$ cat src/rtl/vma_pkg.sv
// Package: shared source encoding for the video-priority arbiter.
// Assumes: exactly three requesters; SRC_NONE marks an idle decision.
package vma_pkg;
    typedef enum logic [1:0] {
        SRC_NONE = 2'd0,
        SRC_SYS  = 2'd1,
        SRC_PNL  = 2'd2,
        SRC_MON  = 2'd3
    } src_e;
endpackage

$ cat src/rtl/vma_pick.sv
// Module: vma_pick
// Purely combinational winner selection. Video beats the system bus;
// between the two video ports the panel wins unless it had the last
// video grant, in which case the monitor wins.
// Assumes: the caller only uses the result on an idle (decision) cycle.
module vma_pick
    import vma_pkg::*;
(
    input  logic sys_req,
    input  logic pnl_req,
    input  logic mon_req,
    input  logic last_was_pnl,
    output src_e winner
);
    // Priority with two-way rotation among the video ports.
    always_comb begin
        if (pnl_req && mon_req)
            winner = last_was_pnl ? SRC_MON : SRC_PNL;
        else if (pnl_req)
            winner = SRC_PNL;
        else if (mon_req)
            winner = SRC_MON;
        else if (sys_req)
            winner = SRC_SYS;
        else
            winner = SRC_NONE;
    end
endmodule

$ cat src/rtl/vma_burst_ctr.sv
// Module: vma_burst_ctr
// Tracks one burst: goes busy on start and counts accepted beats,
// leaving busy after BURST_LEN of them.
// Assumes: start is only raised while not busy; BURST_LEN >= 2.
module vma_burst_ctr #(
    parameter int BURST_LEN = 8
) (
    input  logic clk,
    input  logic rst_n,
    input  logic start,
    input  logic beat,
    output logic busy
);
    localparam int CW = $clog2(BURST_LEN);
    localparam logic [CW-1:0] LAST = CW'(BURST_LEN - 1);

    logic [CW-1:0] cnt_q;

    // Busy flag and beat counter for the burst in progress.
    always_ff @(posedge clk) begin
        if (!rst_n) begin
            busy  <= 1'b0;
            cnt_q <= '0;
        end else if (start) begin
            busy  <= 1'b1;
            cnt_q <= '0;
        end else if (busy && beat) begin
            if (cnt_q == LAST) begin
                busy  <= 1'b0;
                cnt_q <= '0;
            end else begin
                cnt_q <= cnt_q + 1'b1;
            end
        end
    end
endmodule

$ cat src/rtl/vma_rdata_route.sv
// Module: vma_rdata_route
// Registers each accepted memory halfword onto the owner's data bus and
// raises that owner's valid strobe for one cycle.
// Assumes: beat_ok is only high during a burst with a real owner.
module vma_rdata_route
    import vma_pkg::*;
#(
    parameter int DW = 16
) (
    input  logic          clk,
    input  logic          rst_n,
    input  logic          beat_ok,
    input  src_e          owner,
    input  logic [DW-1:0] mem_rdata,
    output logic [DW-1:0] sys_rdata,
    output logic          sys_dv,
    output logic [DW-1:0] vid_rdata,
    output logic          pnl_dv,
    output logic          mon_dv
);
    logic is_vid;
    assign is_vid = (owner == SRC_PNL) || (owner == SRC_MON);

    // Per-owner valid strobes, one cycle after the beat.
    always_ff @(posedge clk) begin
        if (!rst_n) begin
            sys_dv <= 1'b0;
            pnl_dv <= 1'b0;
            mon_dv <= 1'b0;
        end else begin
            sys_dv <= beat_ok && (owner == SRC_SYS);
            pnl_dv <= beat_ok && (owner == SRC_PNL);
            mon_dv <= beat_ok && (owner == SRC_MON);
        end
    end

    // Data capture: system bus and the shared video bus.
    always_ff @(posedge clk) begin
        if (!rst_n) begin
            sys_rdata <= '0;
            vid_rdata <= '0;
        end else if (beat_ok) begin
            if (is_vid) vid_rdata <= mem_rdata;
            else        sys_rdata <= mem_rdata;
        end
    end
endmodule

$ cat src/rtl/vid_mem_arb.sv
// Module: vid_mem_arb (top)
// Front-end arbiter of a memory controller for one system-bus port and
// two video DMA ports. Decides only between bursts, grants with a
// one-cycle acknowledge, latches the winner's address and routes the
// returned halfwords.
// Assumes: requesters hold req until their ack; memory marks each beat
// with mem_beat during burst_busy.
module vid_mem_arb
    import vma_pkg::*;
#(
    parameter int AW        = 24,
    parameter int DW        = 16,
    parameter int BURST_LEN = 8
) (
    input  logic          clk,
    input  logic          rst_n,
    input  logic          sys_req,
    input  logic [AW-1:0] sys_addr,
    output logic          sys_ack,
    input  logic          pnl_req,
    input  logic [AW-1:0] pnl_addr,
    output logic          pnl_ack,
    input  logic          mon_req,
    input  logic [AW-1:0] mon_addr,
    output logic          mon_ack,
    input  logic          mem_beat,
    input  logic [DW-1:0] mem_rdata,
    output logic [AW-1:0] mem_addr,
    output logic          burst_busy,
    output logic [DW-1:0] sys_rdata,
    output logic          sys_dv,
    output logic [DW-1:0] vid_rdata,
    output logic          pnl_dv,
    output logic          mon_dv
);
    src_e          winner;
    src_e          owner_q;
    logic          last_pnl_q;
    logic          decide;
    logic [AW-1:0] win_addr;

    vma_pick u_pick (
        .sys_req      (sys_req),
        .pnl_req      (pnl_req),
        .mon_req      (mon_req),
        .last_was_pnl (last_pnl_q),
        .winner       (winner)
    );

    assign decide = !burst_busy && (winner != SRC_NONE);

    vma_burst_ctr #(.BURST_LEN(BURST_LEN)) u_ctr (
        .clk   (clk),
        .rst_n (rst_n),
        .start (decide),
        .beat  (mem_beat),
        .busy  (burst_busy)
    );

    // Address mux steered by the winner.
    always_comb begin
        case (winner)
            SRC_PNL: win_addr = pnl_addr;
            SRC_MON: win_addr = mon_addr;
            SRC_SYS: win_addr = sys_addr;
            default: win_addr = '0;
        endcase
    end

    // Grant registers: owner, address, acks and video rotation memory.
    always_ff @(posedge clk) begin
        if (!rst_n) begin
            owner_q    <= SRC_NONE;
            mem_addr   <= '0;
            sys_ack    <= 1'b0;
            pnl_ack    <= 1'b0;
            mon_ack    <= 1'b0;
            last_pnl_q <= 1'b0;
        end else begin
            sys_ack <= decide && (winner == SRC_SYS);
            pnl_ack <= decide && (winner == SRC_PNL);
            mon_ack <= decide && (winner == SRC_MON);
            if (decide) begin
                owner_q  <= winner;
                mem_addr <= win_addr;
                if (winner == SRC_PNL) last_pnl_q <= 1'b1;
                if (winner == SRC_MON) last_pnl_q <= 1'b0;
            end
        end
    end

    vma_rdata_route #(.DW(DW)) u_route (
        .clk       (clk),
        .rst_n     (rst_n),
        .beat_ok   (burst_busy && mem_beat),
        .owner     (owner_q),
        .mem_rdata (mem_rdata),
        .sys_rdata (sys_rdata),
        .sys_dv    (sys_dv),
        .vid_rdata (vid_rdata),
        .pnl_dv    (pnl_dv),
        .mon_dv    (mon_dv)
    );
endmodule

$ cat config.mk
export PLATFORM = sky130hd
export DESIGN_NAME = vid_mem_arb
export DESIGN_NICKNAME = d
export VERILOG_FILES = /design/src/rtl/vma_pkg.sv /design/src/rtl/vma_pick.sv /design/src/rtl/vma_burst_ctr.sv /design/src/rtl/vma_rdata_route.sv /design/src/rtl/vid_mem_arb.sv
export SDC_FILE = /design/constraint.sdc
export NUM_CORES = 1
export LEC_CHECK = 0
export BUFFER_PORTS_ARGS = -buffer_cell sky130_fd_sc_hd__buf_4
export CORE_ASPECT_RATIO = 0.8
export CORE_MARGIN = 10
export CORE_UTILIZATION = 48
export CTS_CLUSTER_DIAMETER = 120
export DETAILED_ROUTE_END_ITERATION = 8
export GPL_ROUTABILITY_DRIVEN = 0
export GPL_TIMING_DRIVEN = 0
export PLACE_DENSITY = 0.81
export SKIP_CTS_REPAIR_TIMING = 1
export SLEW_MARGIN = 0
export SYNTH_ARGS = -nofsm -noshare
export SYNTH_HDL_FRONTEND = slang
export SYNTH_HIERARCHICAL = 1
export SYNTH_SLANG_ARGS = --single-unit
$ cat constraint.sdc
create_clock -name clk -period 3.62 [get_ports clk]
set_input_delay 0.362 -clock clk [delete_from_list [all_inputs] [get_ports clk]]
set_output_delay 0.362 -clock clk [all_outputs]
set_load 0.03 [all_outputs]
==> reports/results.ini <==
[outcome]
status=finished clean

[setup_path]
worstPathCellList=nand2b_1 -> a22o_1 -> buf_6 -> buf_2 -> mux2_2 -> o22ai_1 -> nor2_1
rr_worst_depth=7
r2r_slack_ns=1.95
path_class=reg -> reg
cp_max_fo=10
critical_path.slowest_cell=mux2_2
critPathMaxStageDelay_ns=0.37
r2r-end=mem_addr[1]$_SDFFE_PN0P_
timing.rr.start=last_pnl_q$_SDFFE_PN0P_
startpoint_type=flip-flop
cp.arrival_ns=1.91
worst_setup_path_end_kind=flip-flop
cp_top_family=buffers and inverters
path_depth=7
crit_buf_inv=2
cp.required_ns=3.86

[final_layout]
drive_above_1_share=0.4615
diodes=0
fin_cells=562
finalInstanceArea_um2=4467
area_growth_pct=49.69
fin_util=0.7476
fill_cells=454
final_nets=572

[clocking]
worstSkewPairLatency_ns=0.35
clock_path_buffers=2
cts_tree=built
h-tree-depth=3
cts_buffers=9
cts.sinks=69
clk_pin_slew_worst_paths_ns=0.07
ctsRootBufferMaster=clkbuf_8

[timing]
worst_pin_slew_ns=0.5064
fin_ws_ns=1.945
skew_ns=0.004750
setup_viol=0
rsz0062_at_grt=no
fin_crit_sh=0.4627
fin_tns_setup_ns=0
max_freq_ghz=0.5971
hold_viol_final=0
hold_slack_ns=0.2512
period_minus_slack_ns=1.675
slew_headroom=0.6620
final_max_slew_viol_count=0

[yosys]
synthCells=309
synth_seq_cells=69
synth_cell_types=36
synth_ff_type=dfxtp_1
seq_area_frac_synth=0.4629
synth_fp_nets=405
synth_most_common_cell=dfxtp_1
syn-cell-area_um2=2984
yosys.area.top_type=dfxtp_1
synthTopCellsByArea=dfxtp_1 (46%), mux2i_1 (11%), mux2_2 (9.1%)
synth_top_area_share=0.4629
async_flop_share=0
synth_common_cells=dfxtp_1 (69), nand2_1 (49), mux2i_1 (32)
ys_warn_count=6
synth_edf_count=0
syn_avg_cell_area_um2=9.657

[worst_hold_path]
holdCritStartpoint=sys_addr[16]
hold_class=in -> reg
min_to=mem_addr[16]$_SDFFE_PN0P_
whs_path_depth=3

[drt]
viasPerCell=5.007
drtPass1Iterations=4
vias=2814
wl_um=9659
route.detailed.drc=0
avgRoutedWirePerCell_um=17.19
first_iter_violations=79
ant_nets=0

[global_routing]
grt_pass1_vias=2930
grt_pass1_wl_um=15320
grtUsageTotal=0.1965
grt_overflow=0
grt_max_degree=18
antenna_found_initial=0

[placement]
dp_hpwl_um=7805
place_inst=546
place_ws_ns=1.791
placed_area_um2=4257
portBuffers=156

[pwr]
leakagePower_nw=2.117
cellPowerDensity_nw_per_um2=437.1
ir_worst_vdd_mv=0.2662
p_total_mw=1.952

[floorplanning]
initial_core_util=0.4995
core_um2=5974
num_rows=25
die_h_um=90.52
boundaryPins=157
dieArea_um2=9790
die_w_um=108.2

[run]
max-cap-violations=0

-- routing by layer --
metal  vias to the layer above  GRT usage  share of wire
met5                         -          0              0
met4                         0    0.05111          0.011
met3                         9    0.06990          0.072
met2                        86     0.3469           0.53
met1                      1299     0.2151           0.39
li1                       1420          -              -
-- layout by cell type (no fill, tap or decap), drive strengths merged, types with 5 or more instances in the layout --
master	Yosys	routed
mux2	24	24
mux2i	32	32
buf	20	176
dfxtp	69	69
nand2	49	49
nand2b	5	5
clkbuf	4	15
nor2	26	26
o22ai	24	24
o21ai	25	25
-- power by group --
part           switching [mW]  internal [mW]  total, mW  leakage (nW)
logic                   0.242          0.223      0.465          1.45
clock network           0.293          0.355      0.648         0.102
registers              0.0296          0.810      0.839         0.566
total                   0.565           1.39       1.95          2.12
-- final cells by class --
type | instances | area, µm² | share of cell area
plain buffers | 24 | 176.4 | 0.03950
clock buffers | 11 | 151.4 | 0.03389
clock inverters | 5 | 58.81 | 0.01317
inverters | 3 | 11.26 | 0.002521
multi-input cells | 213 | 1415 | 0.3168
flip-flops and latches | 69 | 1381 | 0.3092
well taps | 81 | 101.3 | 0.02269
repair buffers | 156 | 1171 | 0.2622
-- registers in the layout (all words and copies together) (netlist names), 2 cells and up --
signal,flops
owner_q,2
u_ctr/cnt_q,3
u_route/sys_rdata,16
mem_addr,24
u_route/vid_rdata,16
-- worst reg2reg max path, delay by kind of cell (launching register included) --
family                 cells  cell delay, ns
buffers and inverters      2            0.42
AO/OA/AOI/OAI              2            0.31
AND/OR/NAND/NOR            2            0.16
flip-flops                 1            0.31
multiplexers               1            0.37
-- cells by family (layout without fill, tap and decap cells) --
family,after synthesis,after routing,synth area share
muxes,56,56,0.1979
buffers and inverters,27,199,0.06289
and+or+nand+nor,93,93,0.1379
AOI/OAI and AO/OA,62,62,0.1300
adders and majority gates,2,2,0.008384
DFF,69,69,0.4629
-- worst max-delay path by stage --
stage	startpoint	end	slack [ns]
3_3_place_gp	mon_req	u_ctr/cnt_q[1]$_SDFFE_PP0P_	1.84
3_5_place_dp	pnl_req	mem_addr[1]$_SDFFE_PN0P_	1.79
5_1_grt	u_ctr/busy$_SDFFE_PN0P_	u_route/vid_rdata[8]$_SDFFE_PN0P_	1.78
4_1_cts	last_pnl_q$_SDFFE_PN0P_	mem_addr[1]$_SDFFE_PN0P_	1.94
2_1_floorplan	u_ctr/busy$_SDFFE_PN0P_	u_route/vid_rdata[10]$_SDFFE_PN0P_	2.03
6_report	last_pnl_q$_SDFFE_PN0P_	mem_addr[1]$_SDFFE_PN0P_	1.95
No activity file was read; power rests on OpenSTA's default activity.
